## src/rtl/irqc_pkg.sv

```systemverilog
package irqc_pkg;

  localparam logic [7:0] IRQ_LOW  = 8'hF2;
  localparam logic [7:0] XIRQ_LOW = 8'hF4;
  localparam logic [7:0] VEC_HIGH = 8'hFF;

  localparam logic [1:0] ADDR_MASK = 2'd0;
  localparam logic [1:0] ADDR_PROM = 2'd1;
  localparam logic [1:0] ADDR_CFG  = 2'd2;

  // vector low byte of maskable source k: 0xF2, 0xF0, 0xEE, ...
  function automatic logic [7:0] srcLow(input int k);
    return IRQ_LOW - 8'(k << 1);
  endfunction

  typedef struct packed {
    logic       loadVec;
    logic [7:0] vecLow;
    logic       takeAck;
    logic       ackXirq;
    logic       ackIrq;
  } ctrlStrb_t;

endpackage

```

## src/rtl/irqc_dpath.sv

```systemverilog
module irqc_dpath
  import irqc_pkg::*;
#(
  parameter int NUM_SRC = 16
) (
  input  logic               clk,
  input  logic               rstN,
  input  logic [NUM_SRC-1:1] srcReq,
  input  logic [NUM_SRC-1:0] srcEn,
  input  logic               irqPinN,
  input  logic               xirqPinN,
  input  logic               regWe,
  input  logic [1:0]         regAddr,
  input  logic [7:0]         regWdata,
  input  logic               rtiRestore,
  input  logic               rtiIBit,
  input  logic               rtiXBit,
  input  ctrlStrb_t          strb,
  output logic [NUM_SRC-1:0] cand,
  output logic [NUM_SRC-1:0] promHit,
  output logic               xirqAct,
  output logic               iMask,
  output logic               xMask,
  output logic [15:0]        vecAddr,
  output logic [7:0]         regRdata
);

  localparam logic [6:0] PROM_RST = IRQ_LOW[7:1];

  logic       irqPrevN;
  logic       irqPend;
  logic       edgeMode;
  logic [6:0] promSel;
  logic       irqLevel;
  logic       irqFall;
  logic       irqAct;
  logic [NUM_SRC-1:0] reqAll;

  // external pin sensing
  assign irqLevel = !irqPinN && !irqPrevN;
  assign irqFall  = irqPrevN && !irqPinN;
  assign irqAct   = edgeMode ? irqPend : irqLevel;

  always_ff @(posedge clk or negedge rstN) begin
    if (!rstN) begin
      irqPrevN <= 1'b1;
      irqPend  <= 1'b0;
    end else begin
      irqPrevN <= irqPinN;
      if (edgeMode && irqFall)
        irqPend <= 1'b1;
      else if (strb.takeAck && strb.ackIrq)
        irqPend <= 1'b0;
    end
  end

  // candidate requests and promotion match
  assign reqAll  = {srcReq, irqAct};
  assign cand    = reqAll & srcEn & {NUM_SRC{~iMask}};
  assign xirqAct = !xirqPinN && !xMask;

  for (genvar k = 0; k < NUM_SRC; k++) begin : g_prom
    localparam logic [7:0] LOW_K = srcLow(k);
    assign promHit[k] = (LOW_K[7:1] == promSel);
  end

  // mask bits: acknowledge, then restore, then software write
  always_ff @(posedge clk or negedge rstN) begin
    if (!rstN) begin
      iMask <= 1'b1;
      xMask <= 1'b1;
    end else if (strb.takeAck) begin
      iMask <= 1'b1;
      if (strb.ackXirq) xMask <= 1'b1;
    end else if (rtiRestore) begin
      iMask <= rtiIBit;
      xMask <= rtiXBit;
    end else if (regWe && regAddr == ADDR_MASK) begin
      iMask <= regWdata[0];
      xMask <= xMask & regWdata[1];
    end
  end

  // promotion and config registers
  always_ff @(posedge clk or negedge rstN) begin
    if (!rstN) begin
      promSel  <= PROM_RST;
      edgeMode <= 1'b0;
    end else if (regWe) begin
      if (regAddr == ADDR_PROM && iMask) promSel <= regWdata[7:1];
      if (regAddr == ADDR_CFG) edgeMode <= regWdata[0];
    end
  end

  // registered vector
  always_ff @(posedge clk or negedge rstN) begin
    if (!rstN)
      vecAddr <= 16'h0000;
    else if (strb.loadVec)
      vecAddr <= {VEC_HIGH, strb.vecLow};
  end

  always_comb begin
    case (regAddr)
      ADDR_MASK: regRdata = {6'b0, xMask, iMask};
      ADDR_PROM: regRdata = {promSel, 1'b0};
      ADDR_CFG:  regRdata = {7'b0, edgeMode};
      default:   regRdata = 8'h00;
    endcase
  end

  AST_PROM_LOCKED: assert property (@(posedge clk) disable iff (!rstN)
    regWe && regAddr == ADDR_PROM && !iMask |=> $stable(promSel));

  AST_X_NO_SW_SET: assert property (@(posedge clk) disable iff (!rstN)
    $rose(xMask) |-> $past(strb.takeAck && strb.ackXirq) || $past(rtiRestore));

  AST_ACK_SETS_I: assert property (@(posedge clk) disable iff (!rstN)
    strb.takeAck |=> iMask);

endmodule

```

## src/rtl/irqc_ctrl.sv

```systemverilog
module irqc_ctrl
  import irqc_pkg::*;
#(
  parameter int NUM_SRC = 16
) (
  input  logic               clk,
  input  logic               rstN,
  input  logic [NUM_SRC-1:0] cand,
  input  logic [NUM_SRC-1:0] promHit,
  input  logic               xirqAct,
  input  logic               cpuAck,
  output ctrlStrb_t          strb,
  output logic               cpuReq
);

  localparam int IDX_W = (NUM_SRC > 1) ? $clog2(NUM_SRC) : 1;

  logic               reqQ;
  logic               winXQ;
  logic               winIrqQ;
  logic [NUM_SRC-1:0] promCand;
  logic               anyCand;
  logic [IDX_W-1:0]   winIdx;
  logic [7:0]         winLow;
  logic               takeNew;

  assign promCand = cand & promHit;
  assign anyCand  = |cand;

  // lowest index wins; a promoted candidate overrides
  always_comb begin
    winIdx = '0;
    for (int k = NUM_SRC - 1; k >= 0; k--) begin
      if (cand[k]) winIdx = IDX_W'(k);
    end
    if (|promCand) begin
      for (int k = NUM_SRC - 1; k >= 0; k--) begin
        if (promCand[k]) winIdx = IDX_W'(k);
      end
    end
  end

  assign winLow  = xirqAct ? XIRQ_LOW : srcLow(int'(winIdx));
  assign takeNew = !reqQ && (xirqAct || anyCand);

  always_comb begin
    strb.loadVec = takeNew;
    strb.vecLow  = winLow;
    strb.takeAck = reqQ && cpuAck;
    strb.ackXirq = winXQ;
    strb.ackIrq  = winIrqQ && !winXQ;
  end

  always_ff @(posedge clk or negedge rstN) begin
    if (!rstN) begin
      reqQ    <= 1'b0;
      winXQ   <= 1'b0;
      winIrqQ <= 1'b0;
    end else if (takeNew) begin
      reqQ    <= 1'b1;
      winXQ   <= xirqAct;
      winIrqQ <= !xirqAct && (winIdx == '0);
    end else if (reqQ && cpuAck) begin
      reqQ <= 1'b0;
    end
  end

  assign cpuReq = reqQ;

  AST_REQ_HOLD: assert property (@(posedge clk) disable iff (!rstN)
    reqQ && !cpuAck |=> reqQ);

  AST_XIRQ_FIRST: assert property (@(posedge clk) disable iff (!rstN)
    !reqQ && xirqAct |=> reqQ && winXQ);

endmodule

```

## src/rtl/irq_prio_ctrl.sv

```systemverilog
module irq_prio_ctrl
  import irqc_pkg::*;
#(
  parameter int NUM_SRC = 16
) (
  input  logic               clk,
  input  logic               rstN,
  input  logic [NUM_SRC-1:1] srcReq,
  input  logic [NUM_SRC-1:0] srcEn,
  input  logic               irqPinN,
  input  logic               xirqPinN,
  input  logic               regWe,
  input  logic [1:0]         regAddr,
  input  logic [7:0]         regWdata,
  output logic [7:0]         regRdata,
  input  logic               cpuAck,
  input  logic               rtiRestore,
  input  logic               rtiIBit,
  input  logic               rtiXBit,
  output logic               cpuReq,
  output logic [15:0]        vecAddr,
  output logic               iMask,
  output logic               xMask
);

  ctrlStrb_t          strb;
  logic [NUM_SRC-1:0] cand;
  logic [NUM_SRC-1:0] promHit;
  logic               xirqAct;

  irqc_ctrl #(.NUM_SRC(NUM_SRC)) i_ctrl (
    .clk     (clk),
    .rstN    (rstN),
    .cand    (cand),
    .promHit (promHit),
    .xirqAct (xirqAct),
    .cpuAck  (cpuAck),
    .strb    (strb),
    .cpuReq  (cpuReq)
  );

  irqc_dpath #(.NUM_SRC(NUM_SRC)) i_dpath (
    .clk        (clk),
    .rstN       (rstN),
    .srcReq     (srcReq),
    .srcEn      (srcEn),
    .irqPinN    (irqPinN),
    .xirqPinN   (xirqPinN),
    .regWe      (regWe),
    .regAddr    (regAddr),
    .regWdata   (regWdata),
    .rtiRestore (rtiRestore),
    .rtiIBit    (rtiIBit),
    .rtiXBit    (rtiXBit),
    .strb       (strb),
    .cand       (cand),
    .promHit    (promHit),
    .xirqAct    (xirqAct),
    .iMask      (iMask),
    .xMask      (xMask),
    .vecAddr    (vecAddr),
    .regRdata   (regRdata)
  );

  AST_VEC_HELD: assert property (@(posedge clk) disable iff (!rstN)
    cpuReq && !cpuAck |=> $stable(vecAddr));

endmodule

```

## config.mk

```make
export PLATFORM = sky130hd
export DESIGN_NAME = irq_prio_ctrl
export DESIGN_NICKNAME = d
export VERILOG_FILES = /design/src/rtl/irqc_pkg.sv /design/src/rtl/irqc_dpath.sv /design/src/rtl/irqc_ctrl.sv /design/src/rtl/irq_prio_ctrl.sv
export SDC_FILE = /design/constraint.sdc
export NUM_CORES = 1
export LEC_CHECK = 0
export BUFFER_PORTS_ARGS = -buffer_cell sky130_fd_sc_hd__buf_2
export CAP_MARGIN = 30
export CORE_MARGIN = 4
export CORE_UTILIZATION = 45
export CTS_CLUSTER_SIZE = 28
export DETAILED_ROUTE_END_ITERATION = 8
export GPL_TIMING_DRIVEN = 0
export PLACE_DENSITY_LB_ADDON = 0.25
export SLEW_MARGIN = 25
export SYNTH_ARGS = -nofsm -noshare
export SYNTH_HDL_FRONTEND = slang
export SYNTH_HIERARCHICAL = 1
export SYNTH_SLANG_ARGS = --single-unit
```

## constraint.sdc

```tcl
create_clock -name clk -period 2.7 [get_ports clk]
set_input_delay 0.54 -clock clk [delete_from_list [all_inputs] [get_ports clk]]
set_output_delay 0.54 -clock clk [all_outputs]
set_load 0.1 [all_outputs]
```

# Yosys cells after proc, flatten, opt, wreduce, memory -nomap -nowiden
# Cells that the tools add are included.
# op_classes
n_addsub,1
eq_ne,19
n_mux,47
bitwise_logic,5
n_reduce_logical,29
# op_table
cell,n
4-bit two-way mux,33
7-bit == test (first input constant),16
16-bit AND,3
16-bit OR reduction,2
8-bit case mux with 3 select lines,1
1-bit two-way mux,12
1-bit logical AND,11
8-bit two-way mux,1
1-bit logical NOT,7
5-bit by 6-bit subtractor with 7-bit output (first input constant),1
2-bit AND reduction,3
4-bit logical NOT,1
2-bit nonzero test,2
3-bit nonzero test,1
2-bit by 1-bit == test with 1-bit output (second input constant),1
2-bit == test (second input constant),1
2-bit logical NOT,1
2-bit inequality test (second input constant),1
1-bit AND,1
1-bit logical OR,1
1-bit inverter,1
# word_totals
register_bits,24

# Longest topological paths before layout
# Gate-level depths: netlist (run 1).
# logic_depth
word_depth,40
depth_mapped,13

# By module
# Netlist (run 1), hierarchy kept.
# modules_own_cells
mod,n_inst,cells_per_inst,area_per_inst_um2
irqc_dpath,1,138,1257.5
irqc_ctrl,1,108,700.7

# Worst setup path before layout (run 1)
# Ideal clock, no wire load.
# synth_path
kind,register -> register
startpoint,register i_dpath.iMask
endpoint,register i_dpath.vecAddr[3]
t_arrival_ps,3243
t_required_ps,2575
slack_ps,-668
path_stages_with_launch,12
path_buffers,2
period_less_slack_ps,3368
cell_sequence,dfstp_2 -> clkbuf_1 -> clkbuf_1 -> nor2_1 -> or4_1 -> o21ai_1 -> nand4_1 -> a21oi_2 -> inv_1 -> ha_1 -> nor2b_1 -> mux2_2
# synth_lines
element,line,rtl
from (decl),irqc_dpath.sv:22,"output logic iMask,"
from (signal assigned),irqc_dpath.sv:76,iMask <= rtiIBit;
from (signal assigned),irqc_dpath.sv:79,iMask <= regWdata[0];
to (signal assigned),irqc_dpath.sv:100,"vecAddr <= {VEC_HIGH, strb.vecLow};"
to (decl),irqc_dpath.sv:24,"output logic [15:0] vecAddr,"

==> metrics.txt, run 1 <==
initial antenna violation count=0; max-slew violations=0; Layout Skew=0.00128 ns; FF-to-FF path depth=11; Placer Congestion=0.975; Worst slew margin=60.3%; area grow syn2layout=46.1%; Leak=1.28 nW; GRT Resource Usage Total=20.0%; commonest non-fill, non-tap cells in the layout=buf_2, nand2_1, buf_4; remaining routing DRC violations=0; Setup crit end kind=flip-flop; Die Ht=74.0 um; Longest Clk Path Bufs=2; Setup crit start kind=flip-flop; ANT cells=0; commonest non-fill, non-tap cell in the layout=buf_2; CTS Sinks=24; dpl hpwl=4240 um; Worst EP required=2.85 ns; count of input and output buffers=between 70 and 80; synth top area cells=dfrtp_1, dfstp_2, mux2_2; post-place setup slack=-0.396 ns; first-pass GRT wire length=8670 um; outcome=finished, violations left; Internal Power=1.22 mW; Post-DRT Antenna Nets=0; final hold viol count=0; RSZ-0062 raised after global routing=true; number of synthesized flops with an enable pin=0; Crit Path Class=flip-flop to flip-flop; CTS tree=yes; clock latency on the worst-skew pair=0.26 ns; # IOs=slightly below 80; Hold Path Class=primary input to async pin; failing checks=setup timing; fillers=344; starting density of the core=between 40% and 50%; Worst-Margin Slew=0.591 ns; synthesis-stage register bit count=24; TritonCTS buffer count=3; Post-Route WL=6110 um; total power=2.62 mW; largest net degree at the start of global routing=25; Comb pwr share=about 66%; root buf cell=clkbuf_8; Fmax=between 300 and 400 MHz; WL/cell=between 15 and 20 um; post-route cell area=2860 sq um; vias per cell=5.62; vias in the first global route=roughly 1.9k; asr flop ratio synth=100%; Synth Area per Inst=approximately 8.0 sq um; DRT Pass-1 Iters=4; fin crit period=2.72 ns; area of the multi-input gates=1420 sq um; sequential fraction of the synthesis area=between 30 and 40%; Sw Share=between 50% and 60%; core area=4120 sq um; worst-case vdd ir drop=0.606 mV; Final setup viols=1; DP Cell Count=373; Initial DRC Count=201; Reg area=just over 600 sq um; Yosys warnings=6; Most used DFF post-synth=dfrtp_1; count of cell types in the netlist=about 50; DP Area=2490 sq um; final worst-path cycle share=101%; max cap viols=0; worst setup margin=-0.0172 ns; clk slew on worst S/H paths=around 0.080 ns; top cell type by total area after synthesis=dfrtp_1; row count=23; crit-path max FO=5; hold slack final=0.253 ns; Clock power frac=around a tenth; Final #Nets=395; fraction of layout cells with a size suffix above 1=53.6%; Chip Width=74.0 um; Synth top area share=20.4%; Cell Pwr Density=roughly 920 nW/um^2; fin cells=393; Die ar.=between 5000 and 6000 sq um; H-tree depth=1; CP Data Arrival Time=roughly 2.9 ns; sequential power share=24.8%; net load switching power=1.40 mW; Syn Inst Count=roughly 250; routed via count=2207; Post-Syn Area=1960 sq um; total gr overflow=0
==> final timing paths <==
kind                       slack, ns                             end                            from
hold / removal                  0.25    i_dpath/edgeMode$_DFFE_PN0P_                            rstN
setup reg to reg               -0.02  i_dpath/vecAddr[3]$_DFFE_PN0P_  i_dpath/promSel[0]$_DFFE_PN1P_
hold reg to reg                 0.50      i_ctrl/winIrqQ$_DFFE_PN0P_      i_ctrl/winIrqQ$_DFFE_PN0P_
min in group clk                0.39      i_dpath/irqPrevN$_DFF_PN1_                         irqPinN
max in group asynchronous       2.07  i_dpath/promSel[5]$_DFFE_PN1P_                            rstN
setup / recovery               -0.02  i_dpath/vecAddr[3]$_DFFE_PN0P_  i_dpath/promSel[0]$_DFFE_PN1P_
==> cell families (layout without fill, tap and decap cells) <==
logic type / after synthesis / count (layout) / share of synthesized area [%]
and+or+nand+nor: 129 / 129 / 32.5
AOI/OAI and AO/OA: 43 / 43 / 16.9
buffers and inverters: 28 / 124 / 7.73
DFF: 24 / 24 / 31.2
muxes: 18 / 18 / 10.2
other: 2 / 3 / 0.384
adders and majority gates: 1 / 1 / 0.639
xor gates and xnor gates: 1 / 1 / 0.447
==> sequential cells by signal, indices dropped and copies added (netlist names) <==
register and count:
i_dpath/promSel 7, i_dpath/iMask 1, i_ctrl/winXQ 1, i_dpath/irqPend 1
i_dpath/xMask 1, i_dpath/edgeMode 1, i_dpath/vecAddr 9, i_ctrl/winIrqQ 1
i_dpath/irqPrevN 1, i_ctrl/cpuReq 1
==> stage by stage <==
step	setup TNS (ns)	utilization, %
5_1_grt	-0.365	69.5
3_3_place_gp	-0.807	60.4
3_5_place_dp	-0.921	60.4
6_report	-0.0172	69.5
4_1_cts	0	64.2
2_1_floorplan	-0.336	-
==> area by class of cell <==
cell class	count	area share (%)
Tap cell	50	2.19
Timing Repair Buffer	94	18.7
Buffer	14	4.50
Multi-Input combinational cell	195	49.6
Sequential cell	24	21.5
Clock buffer	4	1.92
Inverter	12	1.57
==> power groups by stage <==
| stage | Sequential, mW | Combinational [mW] | Clock (mW) |
|---|---|---|---|
| after floorplan | 1.18 | 0.667 | 0 |
| after global placement | 0.629 | 1.46 | 0 |
| after detailed placement | 0.636 | 1.49 | 0 |
| after CTS | 0.641 | 1.55 | 0.252 |
| after global routing | 0.672 | 1.82 | 0.270 |
| final | 0.650 | 1.73 | 0.243 |
==> per-layer routing <==
metal | global-route usage [%] | vias up | wire length [um]
met1 | 25.9 | 1021 | 2320
li1 | - | 1055 | -
met3 | 4.46 | 14 | 599
met4 | 3.82 | 0 | 91
met5 | 0 | - | 0
met2 | 34.4 | 117 | 3100
==> Yosys cell counts, types with 2 or more instances <==
master	number
buf_4	12
o21ai_1	4
nand2b_1	6
a32oi_1	2
nor2b_1	4
mux2i_1	2
a22oi_2	2
a211oi_1	3
nand2_1	38
o211ai_1	2
clkbuf_1	3
o21ai_0	5
conb_1	2
inv_1	12
or2_2	2
a21oi_1	5
and2_1	9
nor3_1	7
nand3b_1	2
dfstp_2	8
a221oi_1	2
dfrtp_1	16
nand3_1	2
nor2_1	37
nor4_1	7
a32o_1	3
nor3b_1	3
nand4_1	3
mux2_2	16
a22oi_1	6
==> repair_timing <==
action | CTS | global route
resized for setup | 10 | 27
pin swaps | 3 | 10
setup endpoints to repair | 8 | 9
setup buffers | 9 | 8
hold buffers | 0 | 0
cloned | 0 | 1
==> worst max-delay path, cell delays in order (launching register included) <==
cell and delay [ns]:
dfstp_2 0.61, nor2_1 0.07, nand4_1 0.19, nor2_2 0.10, a22oi_2 0.23, and3_1 0.21, nand3_2 0.11, o32ai_4 0.33
inv_2 0.10, ha_4 0.25, nor2b_1 0.12, mux2_4 0.28
Power figures use the tool's default switching activity.
==> run 2: changes to the inputs <==
CORE_UTILIZATION = 49   (was 45)
clock period = 2.82 ns   (was 2.7 ns; I/O delays follow)
==> run 2 against run 1 <==
  * The run now ends clean
  * Count of clock-buffer cells in the layout is 1 lower
  * Largest power group unchanged
  * Clock power is 22% higher
  * Critical path depth is 1 lower
==> metrics.txt, run 2 (synthesized netlist as in run 1, its figures left out) <==
outcome=completed; row count=22 (-4.3%); max reg flops=9 (unchanged); CP cell instances=nand2_1 > nor4_1 > a22oi_1 > nor2b_1 > a221oi_1 > o32ai_2 > inv_1 > ha_2 > nor2b_1 > mux2_4; Final Core Density=69.9% (+0.37 points); vias in the first global route=1780 (-6.7%); GRT Resource Usage Total=18.7% (-1.3 points); Comb pwr share=61.1% (-4.9 points); slowest CP cell=dfstp_2; Placer Congestion=0.870 (-11%); final worst-path cycle share=98.0% (-2.6 points); total gr overflow=0 (unchanged); remaining routing DRC violations=0 (unchanged); max-slew violations=0 (unchanged); Sw Share=53.0% (-0.36 points); total power=2.36 mW (-10%); Setup crit start kind=flip-flop; worst-case vdd ir drop=0.730 mV (+21%); Hold Path Class=primary input to async pin; sequential power share=26.3% (+1.5 points); Post-DRT Antenna Nets=0 (unchanged); fillers=308 (-10%); Biggest register=i_dpath/vecAddr; area grow syn2layout=34.6%; top flop regs=i_dpath/vecAddr x9, i_dpath/promSel x7; commonest non-fill, non-tap cells in the layout=buf_2, nand2_1, nor2_1; Chip Width=71.2 um (-3.7%); DRT Pass-1 Iters=5 (+1); crit-path max FO=5 (unchanged); WL/cell=13.4 um (-14%); # IOs=77 (unchanged); hold slack final=0.263 ns (+0.0101 ns); commonest non-fill, non-tap cell in the layout=buf_2; CP max stage delay=0.56 ns (-0.05 ns); final hold viol count=0 (unchanged); vias per cell=5.53 (-1.6%); fin crit period=2.76 ns (+0.0470 ns); count of input and output buffers=76 (unchanged); CTS Sinks=24 (unchanged); ANT cells=0 (unchanged); CP Data Arrival Time=2.92 ns (+0.05 ns); starting density of the core=51.9% (+4.3 points); flop2flop setup slack=0.06 ns (+0.07 ns); Final setup viols=0 (-1); H-tree depth=1 (unchanged); dpl hpwl=3950 um (-6.8%); Die ar.=5070 sq um (-7.3%); Worst EP required=2.98 ns (+0.13 ns); net load switching power=1.25 mW (-11%); Setup crit end kind=flip-flop; Cell Pwr Density=895 nW/um^2 (-2.3%); Post-Route WL=5060 um (-17%); Fmax=362 MHz (-1.7%); fraction of layout cells with a size suffix above 1=46.2% (-7.4 points); Initial DRC Count=188 (-6.5%); Die Ht=71.2 um (-3.7%); initial antenna violation count=0 (unchanged); TritonCTS buffer count=3 (unchanged); CP dominant cell by count=nor2b_1; Final #Nets=381 (-3.5%); Worst-Margin Slew=0.506 ns (-0.0846 ns); Layout Skew=0.00870 ns (+0.00742 ns); Longest Clk Path Bufs=2 (unchanged); root buf cell=clkbuf_8; clk slew on worst S/H paths=0.09 ns (about the same); Leak=1.18 nW (-7.8%); Clock power frac=12.6% (+3.3 points); clock latency on the worst-skew pair=0.27 ns (about the same); Internal Power=1.11 mW (-9.3%); Crit Path Class=flip-flop to flip-flop; Setup TNS Final=0 ns (+0.0172 ns); largest net degree at the start of global routing=25 (unchanged); first-pass GRT wire length=7940 um (-8.4%); core area=3770 sq um (-8.4%); max cap viols=0 (unchanged); DP Cell Count=371 (-0.54%); routed via count=2083 (-5.6%); Worst slew margin=65.9% (+5.7 points); fin cells=377 (-4.1%); CTS tree=yes
[run 2: layout make-up]
type / instances / area, sq um / share of cell area (%)
clock buffers: 3 / 41.3 / 1.57
well taps: 48 / 60.1 / 2.28
inverters: 12 / 45.0 / 1.71
clock inverters: 1 / 30.0 / 1.14
multi-input cells: 195 / 1310 / 49.8
flip-flops and latches: 24 / 614 / 23.3
repair buffers: 81 / 418 / 15.9
plain buffers: 13 / 115 / 4.37
[run 2: power groups by stage]
stage,clock [mW],combinational [mW],sequential (mW)
floorplan,0,0.618,1.13
global placement,0,1.38,0.600
detailed placement,0,1.39,0.608
CTS,0.301,1.41,0.613
global route,0.312,1.52,0.643
finish,0.297,1.44,0.621
[run 2: path summary, 6_finish.rpt]
check / depth (start not counted) / startpoint / endpoint
setup / recovery: 10 / i_dpath/promSel[4]$_DFFE_PN1P_ / i_dpath/vecAddr[3]$_DFFE_PN0P_
hold / removal: 1 / rstN / i_ctrl/cpuReq$_DFFE_PN0P_
setup reg to reg: 10 / i_dpath/promSel[4]$_DFFE_PN1P_ / i_dpath/vecAddr[3]$_DFFE_PN0P_
hold reg to reg: 1 / i_ctrl/winIrqQ$_DFFE_PN0P_ / i_ctrl/winIrqQ$_DFFE_PN0P_
max in group asynchronous: 1 / rstN / i_dpath/xMask$_DFFE_PN1P_
min in group clk: 1 / irqPinN / i_dpath/irqPrevN$_DFF_PN1_
[run 2: what timing repair did]
action,in CTS,in global routing
setup endpoints to repair,9,9
pin swaps,2,1
setup buffers,1,4
cloned,0,0
resized for setup,5,11
hold buffers,0,0
hold endpoints to repair,0,0
[run 2: layer usage]
| metal | wire [um] | share of wire (%) | up-vias | GRT usage [%] |
|---|---|---|---|---|
| met5 | 0 | 0 | - | 0 |
| met4 | 103 | 2.0 | 0 | 5.01 |
| met3 | 435 | 8.6 | 16 | 2.10 |
| met2 | 2360 | 47 | 105 | 29.0 |
| met1 | 2160 | 43 | 937 | 27.7 |
| li1 | - | - | 1025 | - |
[run 2: critical path: cells and delay by family, from the launching register on]
kind | cells | cell delay, ns
AOI/OAI and AO/OA | 3 | 0.50
muxes | 1 | 0.27
and+or+nand+nor | 4 | 0.92
adders and majority gates | 1 | 0.28
buffers and inverters | 1 | 0.12
DFF | 1 | 0.56
[run 2: metrics by stage]
stage               setup slack (ns)  area [sq um]
finish                        0.0557          2640
global route                 -0.0114          2640
CTS                          0.00309          2570
detailed placement            -0.179          2460
global placement              -0.178          2460
floorplan                    -0.0612          2020
